<file path="config.mk">
export PLATFORM = sky130hd
export DESIGN_NAME = rx_pkt_fifo
export DESIGN_NICKNAME = d
export VERILOG_FILES = /design/src/rtl/rxf_pkg.sv /design/src/rtl/rxf_store.sv /design/src/rtl/rxf_wr_ctl.sv /design/src/rtl/rxf_rd_ctl.sv /design/src/rtl/rx_pkt_fifo.sv
export SDC_FILE = /design/constraint.sdc
export NUM_CORES = 1
export LEC_CHECK = 0
export ABC_AREA = 1
export BUFFER_PORTS_ARGS = -buffer_cell sky130_fd_sc_hd__buf_2
export CAP_MARGIN = 20
export CORE_AREA = 2 2 165 167
export DETAILED_ROUTE_END_ITERATION = 8
export DIE_AREA = 0 0 167 169
export GPL_TIMING_DRIVEN = 0
export PLACE_DENSITY = 0.75
export SLEW_MARGIN = 20
export SYNTH_ARGS = -nofsm -noshare
export SYNTH_HDL_FRONTEND = slang
export SYNTH_SLANG_ARGS = --single-unit
</file>
<file path="constraint.sdc">
create_clock -name clk -period 3.5 [get_ports clk]
set_clock_uncertainty 0.2 [all_clocks]
set_input_delay 0.175 -clock clk [delete_from_list [all_inputs] [get_ports clk]]
set_output_delay 0.175 -clock clk [all_outputs]
set_load 0.05 [all_outputs]
</file>
<file path="src/rtl/rxf_pkg.sv">
package rxf_pkg;

    localparam int EP_W   = 4;
    localparam int BCNT_W = 11;
    localparam int PID_W  = 2;
    localparam int BODY_W = 18;

    typedef enum logic [PID_W-1:0] {
        PID_DATA0 = 2'b00,
        PID_DATA1 = 2'b01,
        PID_DATA2 = 2'b10,
        PID_MDATA = 2'b11
    } pid_e;

    typedef struct packed {
        logic              ok;
        pid_e              pid;
        logic [BCNT_W-1:0] bcnt;
        logic [EP_W-1:0]   ep;
    } sts_t;

    typedef struct packed {
        logic              is_sts;
        logic [BODY_W-1:0] body;
    } entry_t;

    localparam int ENTRY_W = $bits(entry_t);

    function automatic entry_t mk_data(input logic [7:0] b);
        entry_t e;
        e.is_sts = 1'b0;
        e.body   = {{(BODY_W-8){1'b0}}, b};
        return e;
    endfunction

    function automatic entry_t mk_sts(input sts_t s);
        entry_t e;
        e.is_sts = 1'b1;
        e.body   = s;
        return e;
    endfunction

endpackage

</file>
<file path="src/rtl/rxf_store.sv">
module rxf_store
    import rxf_pkg::*;
#(
    parameter int DEPTH = 16,
    localparam int AW = $clog2(DEPTH)
) (
    input  logic          clk,
    input  logic          we,
    input  logic [AW-1:0] waddr,
    input  entry_t        wdata,
    input  logic [AW-1:0] raddr,
    output entry_t        rdata
);

    entry_t cells [DEPTH];

    always_ff @(posedge clk) begin
        if (we) begin
            cells[waddr] <= wdata;
        end
    end

    assign rdata = cells[raddr];

endmodule

</file>
<file path="src/rtl/rxf_wr_ctl.sv">
module rxf_wr_ctl
    import rxf_pkg::*;
#(
    parameter int DEPTH = 16,
    localparam int AW = $clog2(DEPTH),
    localparam int PW = AW + 1
) (
    input  logic            clk,
    input  logic            rst,
    input  logic            pkt_start,
    input  logic [EP_W-1:0] pkt_ep,
    input  logic            pkt_byte_vld,
    input  logic [7:0]      pkt_byte,
    input  logic            pkt_end,
    input  logic [PID_W-1:0] pkt_pid,
    input  logic            pkt_crc_ok,
    input  logic [PW-1:0]   rd_ptr,
    output logic            we,
    output logic [AW-1:0]   waddr,
    output entry_t          wdata,
    output logic [PW-1:0]   commit_ptr,
    output logic            nak
);

    localparam logic [PW-1:0] BYTE_LIM = PW'(DEPTH - 2);
    localparam logic [PW-1:0] STS_LIM  = PW'(DEPTH - 1);
    localparam logic [PW-1:0] ONE      = PW'(1);

    logic              open_q;
    logic              drop_q;
    logic [PW-1:0]     wp_q;
    logic [PW-1:0]     cp_q;
    logic [BCNT_W-1:0] bcnt_q;
    logic [EP_W-1:0]   ep_q;
    logic              nak_q;

    logic [PW-1:0] used;
    logic          room_byte;
    logic          room_sts;
    logic          live;
    sts_t          sts;

    always_comb begin
        used      = wp_q - rd_ptr;
        room_byte = (used <= BYTE_LIM);
        room_sts  = (used <= STS_LIM);
        live      = open_q && !drop_q;
        sts.ok    = pkt_crc_ok;
        sts.pid   = pid_e'(pkt_pid);
        sts.bcnt  = bcnt_q;
        sts.ep    = ep_q;
    end

    always_comb begin
        we    = 1'b0;
        wdata = mk_data(pkt_byte);
        if (pkt_start) begin
            we = 1'b0;
        end else if (pkt_end) begin
            if (live && room_sts) begin
                we    = 1'b1;
                wdata = mk_sts(sts);
            end
        end else if (pkt_byte_vld && live && room_byte) begin
            we = 1'b1;
        end
    end

    assign waddr = wp_q[AW-1:0];

    always_ff @(posedge clk) begin
        if (rst) begin
            open_q <= 1'b0;
            drop_q <= 1'b0;
            wp_q   <= '0;
            cp_q   <= '0;
            bcnt_q <= '0;
            ep_q   <= '0;
            nak_q  <= 1'b0;
        end else begin
            nak_q <= 1'b0;
            if (pkt_start) begin
                open_q <= 1'b1;
                drop_q <= 1'b0;
                wp_q   <= cp_q;
                bcnt_q <= '0;
                ep_q   <= pkt_ep;
            end else if (pkt_end) begin
                if (open_q) begin
                    open_q <= 1'b0;
                    drop_q <= 1'b0;
                    if (!drop_q && room_sts) begin
                        wp_q <= wp_q + ONE;
                        cp_q <= wp_q + ONE;
                    end else begin
                        wp_q  <= cp_q;
                        nak_q <= 1'b1;
                    end
                end
            end else if (pkt_byte_vld && live) begin
                if (room_byte) begin
                    wp_q   <= wp_q + ONE;
                    bcnt_q <= bcnt_q + 1'b1;
                end else begin
                    drop_q <= 1'b1;
                    wp_q   <= cp_q;
                end
            end
        end
    end

    assign commit_ptr = cp_q;
    assign nak        = nak_q;

endmodule

</file>
<file path="src/rtl/rxf_rd_ctl.sv">
module rxf_rd_ctl #(
    parameter int DEPTH = 16,
    localparam int AW = $clog2(DEPTH),
    localparam int PW = AW + 1
) (
    input  logic          clk,
    input  logic          rst,
    input  logic          rd_pop,
    input  logic [PW-1:0] commit_ptr,
    output logic [PW-1:0] rd_ptr,
    output logic [AW-1:0] raddr,
    output logic          rd_valid,
    output logic [PW-1:0] rd_level
);

    localparam logic [PW-1:0] ONE = PW'(1);

    logic [PW-1:0] rp_q;

    always_comb begin
        rd_level = commit_ptr - rp_q;
        rd_valid = (rd_level != '0);
    end

    always_ff @(posedge clk) begin
        if (rst) begin
            rp_q <= '0;
        end else if (rd_pop && rd_valid) begin
            rp_q <= rp_q + ONE;
        end
    end

    assign rd_ptr = rp_q;
    assign raddr  = rp_q[AW-1:0];

endmodule

</file>
<file path="src/rtl/rx_pkt_fifo.sv">
module rx_pkt_fifo
    import rxf_pkg::*;
#(
    parameter int DEPTH = 16,
    localparam int AW = $clog2(DEPTH),
    localparam int PW = AW + 1
) (
    input  logic               clk,
    input  logic               rst,
    input  logic               pkt_start,
    input  logic [EP_W-1:0]    pkt_ep,
    input  logic               pkt_byte_vld,
    input  logic [7:0]         pkt_byte,
    input  logic               pkt_end,
    input  logic [PID_W-1:0]   pkt_pid,
    input  logic               pkt_crc_ok,
    output logic               nak,
    input  logic               rd_pop,
    output logic               rd_valid,
    output logic               rd_is_status,
    output logic [BODY_W-1:0]  rd_word,
    output logic [PW-1:0]      rd_level
);

    logic          we;
    logic [AW-1:0] waddr;
    entry_t        wdata;
    logic [AW-1:0] raddr;
    entry_t        rdata;
    logic [PW-1:0] commit_ptr;
    logic [PW-1:0] rd_ptr;

    rxf_wr_ctl #(.DEPTH(DEPTH)) u_wr (
        .clk          (clk),
        .rst          (rst),
        .pkt_start    (pkt_start),
        .pkt_ep       (pkt_ep),
        .pkt_byte_vld (pkt_byte_vld),
        .pkt_byte     (pkt_byte),
        .pkt_end      (pkt_end),
        .pkt_pid      (pkt_pid),
        .pkt_crc_ok   (pkt_crc_ok),
        .rd_ptr       (rd_ptr),
        .we           (we),
        .waddr        (waddr),
        .wdata        (wdata),
        .commit_ptr   (commit_ptr),
        .nak          (nak)
    );

    rxf_rd_ctl #(.DEPTH(DEPTH)) u_rd (
        .clk        (clk),
        .rst        (rst),
        .rd_pop     (rd_pop),
        .commit_ptr (commit_ptr),
        .rd_ptr     (rd_ptr),
        .raddr      (raddr),
        .rd_valid   (rd_valid),
        .rd_level   (rd_level)
    );

    rxf_store #(.DEPTH(DEPTH)) u_store (
        .clk   (clk),
        .we    (we),
        .waddr (waddr),
        .wdata (wdata),
        .raddr (raddr),
        .rdata (rdata)
    );

    assign rd_is_status = rdata.is_sts;
    assign rd_word      = rdata.body;

endmodule

</file>
; Word-level counts from Yosys, hierarchy flattened
; Memory sizes are Yosys's and may differ from the RTL's. A register that Yosys moved wholly into a read port is not among the register bits.
; Index checks and enable logic that the tools add are counted.
[word_totals]
out_inout_bits = 26
mem_bits_rw = 304
n_memories = 1
register_bits = 33
word_cells = 63
[memory_table]
columns = name, depth, word_bits, read_ports, rd_clocked_by_memory_dff, wr, line_no
row1 = u_store.cells, 16, 19, 1, 1, 1, rxf_store.sv:15  ; entry_t cells [DEPTH];
[op_classes]
n_reduce_logical = 17
bitwise = 3
mux = 24
addsub = 5
n_eq_ne = 3
magnitude_cmp = 2
[op_table]
columns = operator, count
row1 = 19-bit 2-to-1 mux, 3
row2 = 5-bit 2-to-1 mux, 6
row3 = 1-bit 2-to-1 mux, 13
row4 = "11-bit by 1-bit adder with 11-bit output, second input constant", 1
row5 = "5-bit by 1-bit adder with 5-bit output, second input constant", 2
row6 = "5-bit by 4-bit <= comparator with 1-bit output, second input constant", 2
row7 = 5-bit subtractor, 2
row8 = 3-bit AND reduction, 3
row9 = 4-bit 2-to-1 mux, 2
row10 = 1-bit logical AND, 6
row11 = 5-bit nonzero test, 1
row12 = 2-bit nonzero test, 2
row13 = 4-bit OR reduction, 1
row14 = "3-bit by 2-bit != test with 1-bit output, second input constant", 1
row15 = 1-bit NOT, 3
row16 = 3-bit nonzero test, 1
row17 = "2-bit by 1-bit != test with 1-bit output, second input constant", 1
row18 = "2-bit != test, second input constant", 1
row19 = 2-bit AND reduction, 1
row20 = 2-bit OR reduction, 1
row21 = 1-bit zero test, 1

; Depth between registers and ports, before layout
[logic_depth]
ltp_word = 9
ltp_mapped = 14
depth_no_buf = 14

; Modules after synthesis
; A second synthesis with hierarchy kept.
[unflattened]
cells_unflattened = 1641
area_unflattened_um2 = 15638.7
[modules_own_cells]
columns = mod, seq_area_each_um2, n_inst, cells_each, area_each_um2
row1 = rxf_store, 9128.8, 1, 1251, 13127.6
row2 = rxf_wr_ctl, 560.5, 1, 311, 2010.7
row3 = rxf_rd_ctl, 100.1, 1, 79, 500.5

; Worst setup path after synthesis
; Ideal clock, no wire load.
[synth_timing]
kind = reg-to-reg
from = register u_wr.wp_q[0]
to = memory u_store.cells[0][0] in the netlist's numbering (enable)
path_stages_with_launch = 13
path_buffers = 0
slack_ns = 0.125
period_less_slack_ns = 3.375
t_required_ns = 2.905
setup_ns = 0.395
arrival_time_ns = 2.781
cell_sequence = dfxtp_1 > inv_1 > ha_1 > fa_1 > inv_1 > nand3_1 > nand2_1 > nand2_1 > nand2_2 > nand3_2 > o21ai_4 > nand2_2 > nor2_1
[synth_via]
elab_chain_cells = 8
word_cells_on_any_way = 11
classes_between = 1 x add/sub / 2 x order compare / 6 x mux / 2 x reduce/logical
[synth_lines]
columns = element, line_no
row1 = "start, declared", rxf_wr_ctl.sv:31  ; logic [PW-1:0] wp_q;
row2 = "start signal, assigned", rxf_wr_ctl.sv:85  ; wp_q <= cp_q;
row3 = "start signal, assigned", rxf_wr_ctl.sv:93  ; wp_q <= wp_q + ONE;
row4 = "start signal, assigned", rxf_wr_ctl.sv:96  ; wp_q <= cp_q;
row5 = 5-bit subtractor, rxf_wr_ctl.sv:44  ; used = wp_q - rd_ptr;
row6 = 5-bit by 4-bit <= comparator with 1-bit output (on tied branches), "rxf_wr_ctl.sv:45, rxf_wr_ctl.sv:46"
row7 = 1-bit logical AND (on tied branches), "rxf_wr_ctl.sv:64, rxf_wr_ctl.sv:60"
row8 = 1-bit 2-to-1 mux (on tied branches), "rxf_wr_ctl.sv:64, rxf_wr_ctl.sv:60"
row9 = 1-bit 2-to-1 mux, rxf_wr_ctl.sv:59  ; end else if (pkt_end) begin
row10 = 1-bit 2-to-1 mux, rxf_wr_ctl.sv:57  ; if (pkt_start) begin
row11 = 1-bit 2-to-1 mux, rxf_store.sv:18  ; if (we) begin
row12 = 1-bit 2-to-1 mux (not written as such), rxf_store.sv:19  ; cells[waddr] <= wdata;
row13 = "end, declared", rxf_store.sv:15
; Parallel ways exist; a longest one is shown, timed or not.

==> results.ini <==
[outcome]
status = completed

[drt]
wirelength_um = 39600
drc_errors = 0
drtPass1Iterations = 7
vias = 10300
post_drt_wl_per_cell_um = 23.4
drtIter0Drc = 1419
ant_nets = 0
via_per_inst = 6.06

[finish]
drive_gt1_share_pct = 14.8
final_common_cell = edfxtp_1
mostFrequentLayoutCells = 304 x edfxtp_1, 129 x inv_1, 116 x o21ai_0
antenna_cells = 0
post-route-util_pct = 65.3
fin_nets = 1367
synthToLayoutAreaGrowth_pct = 18.8

[sta]
period_share_pct = 99.4
worst-slew-pin-transition_ps = 862
fin_crit_ps = 3480
finalWorstSetupSlack_ps = 22.5
rsz0062_at_grt = true
hold_ws_ps = 27.8
slew_violations = 0
max-slew-margin-rel_pct = 42.5
setup_viol = 0
fmax_ghz = 0.288
hold_violations = 0

[placed_design]
gp_congestion = 0.902
pre_cts_ws_ps = -233
portBuffers = 44
hpwlAfterDp_um = 24500

[yosys]
yosysTopAreaCell = edfxtp_1
synth_warnings = 0
syn_inst = 1194
synth_fp_nets = 1231
syn_area_mm2 = 0.0146
yosysUniqueCellTypes = 30
synth.avg_cell_area_um2 = 12.2
ys_seq_elements = 341
synth_top_area_share_pct = 62.7
yosysSeqAreaShare_pct = 67.8
netlist_top_cells_area = edfxtp_1 63%, mux2i_1 5.2%, dfxtp_1 5.1%

[clock_network]
clock_latency_ps = 520
clkTransAtPathRegs_ps = 60
cts_htree_levels = 2
clock-root-buffer = clkbuf_16
cts_buffers = 35
tritoncts = built
clock_sinks = 341
clockBufferDepth = 3

[flow_run]
maxCapViolCount = 0

[pwr]
max-vdd-ir-drop_v = 0.000438
leakage_nw = 6.05
power_density_mw_per_mm2 = 573

[setup_path]
crit_arrival_ps = 3470
cp-start-kind = flop
cp_max_fo = 16
criticalPathCategory = reg2reg
endpoint_kind = flop
cp.required_ps = 3500

[grt]
grt_pass1_vias = 9840
antenna_found_initial = 0
grt_pass1_wl_um = 58700
grt_usage_pct = 27.8
grt_start_max_net_pins = 21
grt-ovfl-total = 0

[floorplanning]
fp.dieH_um = 169
fp.dieW_um = 167
ios = 47
dieArea_mm2 = 0.0282
rows = 60
coreArea_mm2 = 0.0265
initial_core_util_pct = 54.9

[hold_path]
hold_path.class = in2reg

[metrics by stage]
step           cells  TNS (ps)  cell area, um2  power (mW)
2_1_floorplan   1194         0           14600        5.74
3_3_place_gp    1579   -352440           15200        6.17
3_5_place_dp    1593    -28910           15600        6.23
4_1_cts         1682    -17630           17100        9.88
5_1_grt         1695     -8190           17300        10.2
6_report        1695         0           17300        9.92
[worst max-delay path, stage by stage (launching register included)]
cell	delay, ps
dfxtp_2	400
inv_1	110
ha_1	230
fa_1	410
inv_1	110
nand3_1	130
nand2_1	120
nand2_1	60
nand2_2	150
nand3_2	230
buf_2	340
nor2_2	670
[cells in the mapped netlist]
master    instances
nor3_2            1
mux2i_1          76
buf_4            11
clkinv_1          2
nor2_1           64
xnor2_1           5
edfxtp_1        304
nand2_2           5
nand3_2           4
xor2_1           10
o21ai_0         120
nand2_1         112
buf_2            17
o211ai_1         76
inv_1           130
fa_1              2
nand3b_1          2
nor4_1            1
nand4_1           5
buf_1             2
dfxtp_1          37
a21oi_1         108
inv_2             2
nand3_1          46
o21ai_4           1
ha_1             14
nor2_2            1
clkbuf_1         31
and2_1            1
nor3_1            4
[cell families (layout without fill, tap and decap cells)]
logic type	after synthesis	count (layout)	share of synthesized area (%)
buf+inv	195	355	5.46
xor+xnor	15	15	0.902
mux	76	76	5.23
simple gates	246	246	7.26
compound gates	305	305	11.9
flops	341	341	67.8
fa+ha+maj	16	16	1.48
[sequential cells by signal, indices dropped and copies added (netlist names), named ones only]
name,flops
u_store.cells,304
u_wr.bcnt_q,11
u_rd.rd_ptr,5
u_wr.commit_ptr,5
u_wr.wp_q,5
u_wr.ep_q,4
u_wr.drop_q,1
u_wr.nak,1
u_wr.open_q,1
[cell type report]
cell class              instances  area, um2
clock inverters                13        141
repair buffers                 99       1010
well taps                     341        427
multi-input cells             658       4060
fillers                      1876       9200
inverters                     134        507
flip-flops and latches        341       9870
clock buffers                  48        987
plain buffers                  61        292
[worst paths after layout]
check,from,endpoint,slack [ps],cells after the start
max,u_wr.wp_q[0],u_store.cells[9][9],20,11
min,pkt_byte[1],u_store.cells[13][1],30,3
max reg2reg,u_wr.wp_q[0],u_store.cells[9][9],20,11
min reg2reg,u_wr.bcnt_q[9],u_wr.bcnt_q[9],280,2
[timing repair]
item,in CTS,in global routing
cloned,0,0
hold buffers,16,4
hold endpoints to repair,42,38
pin swaps,8,7
setup endpoints to repair,340,569
resized for setup,1,19
setup buffers,12,8
[metal layers]
| metal | GRT usage, % | routed length (um) | vias up |
|---|---|---|---|
| met5 | 0 | 0 | - |
| met4 | 12.1 | 1590 | 0 |
| met3 | 4.16 | 4330 | 113 |
| met2 | 45.6 | 18900 | 695 |
| met1 | 37.2 | 14700 | 4906 |
| li1 | - | - | 4556 |
[power by group]
group | total (mW) | leakage (nW) | switching (mW) | internal (mW)
clock network | 3.69 | 0.541 | 1.50 | 2.19
logic | 1.73 | 2.78 | 1.23 | 0.493
registers | 4.50 | 2.73 | 0.0365 | 4.46
total | 9.92 | 6.05 | 2.77 | 7.15
(Power assumes the default switching activity.)
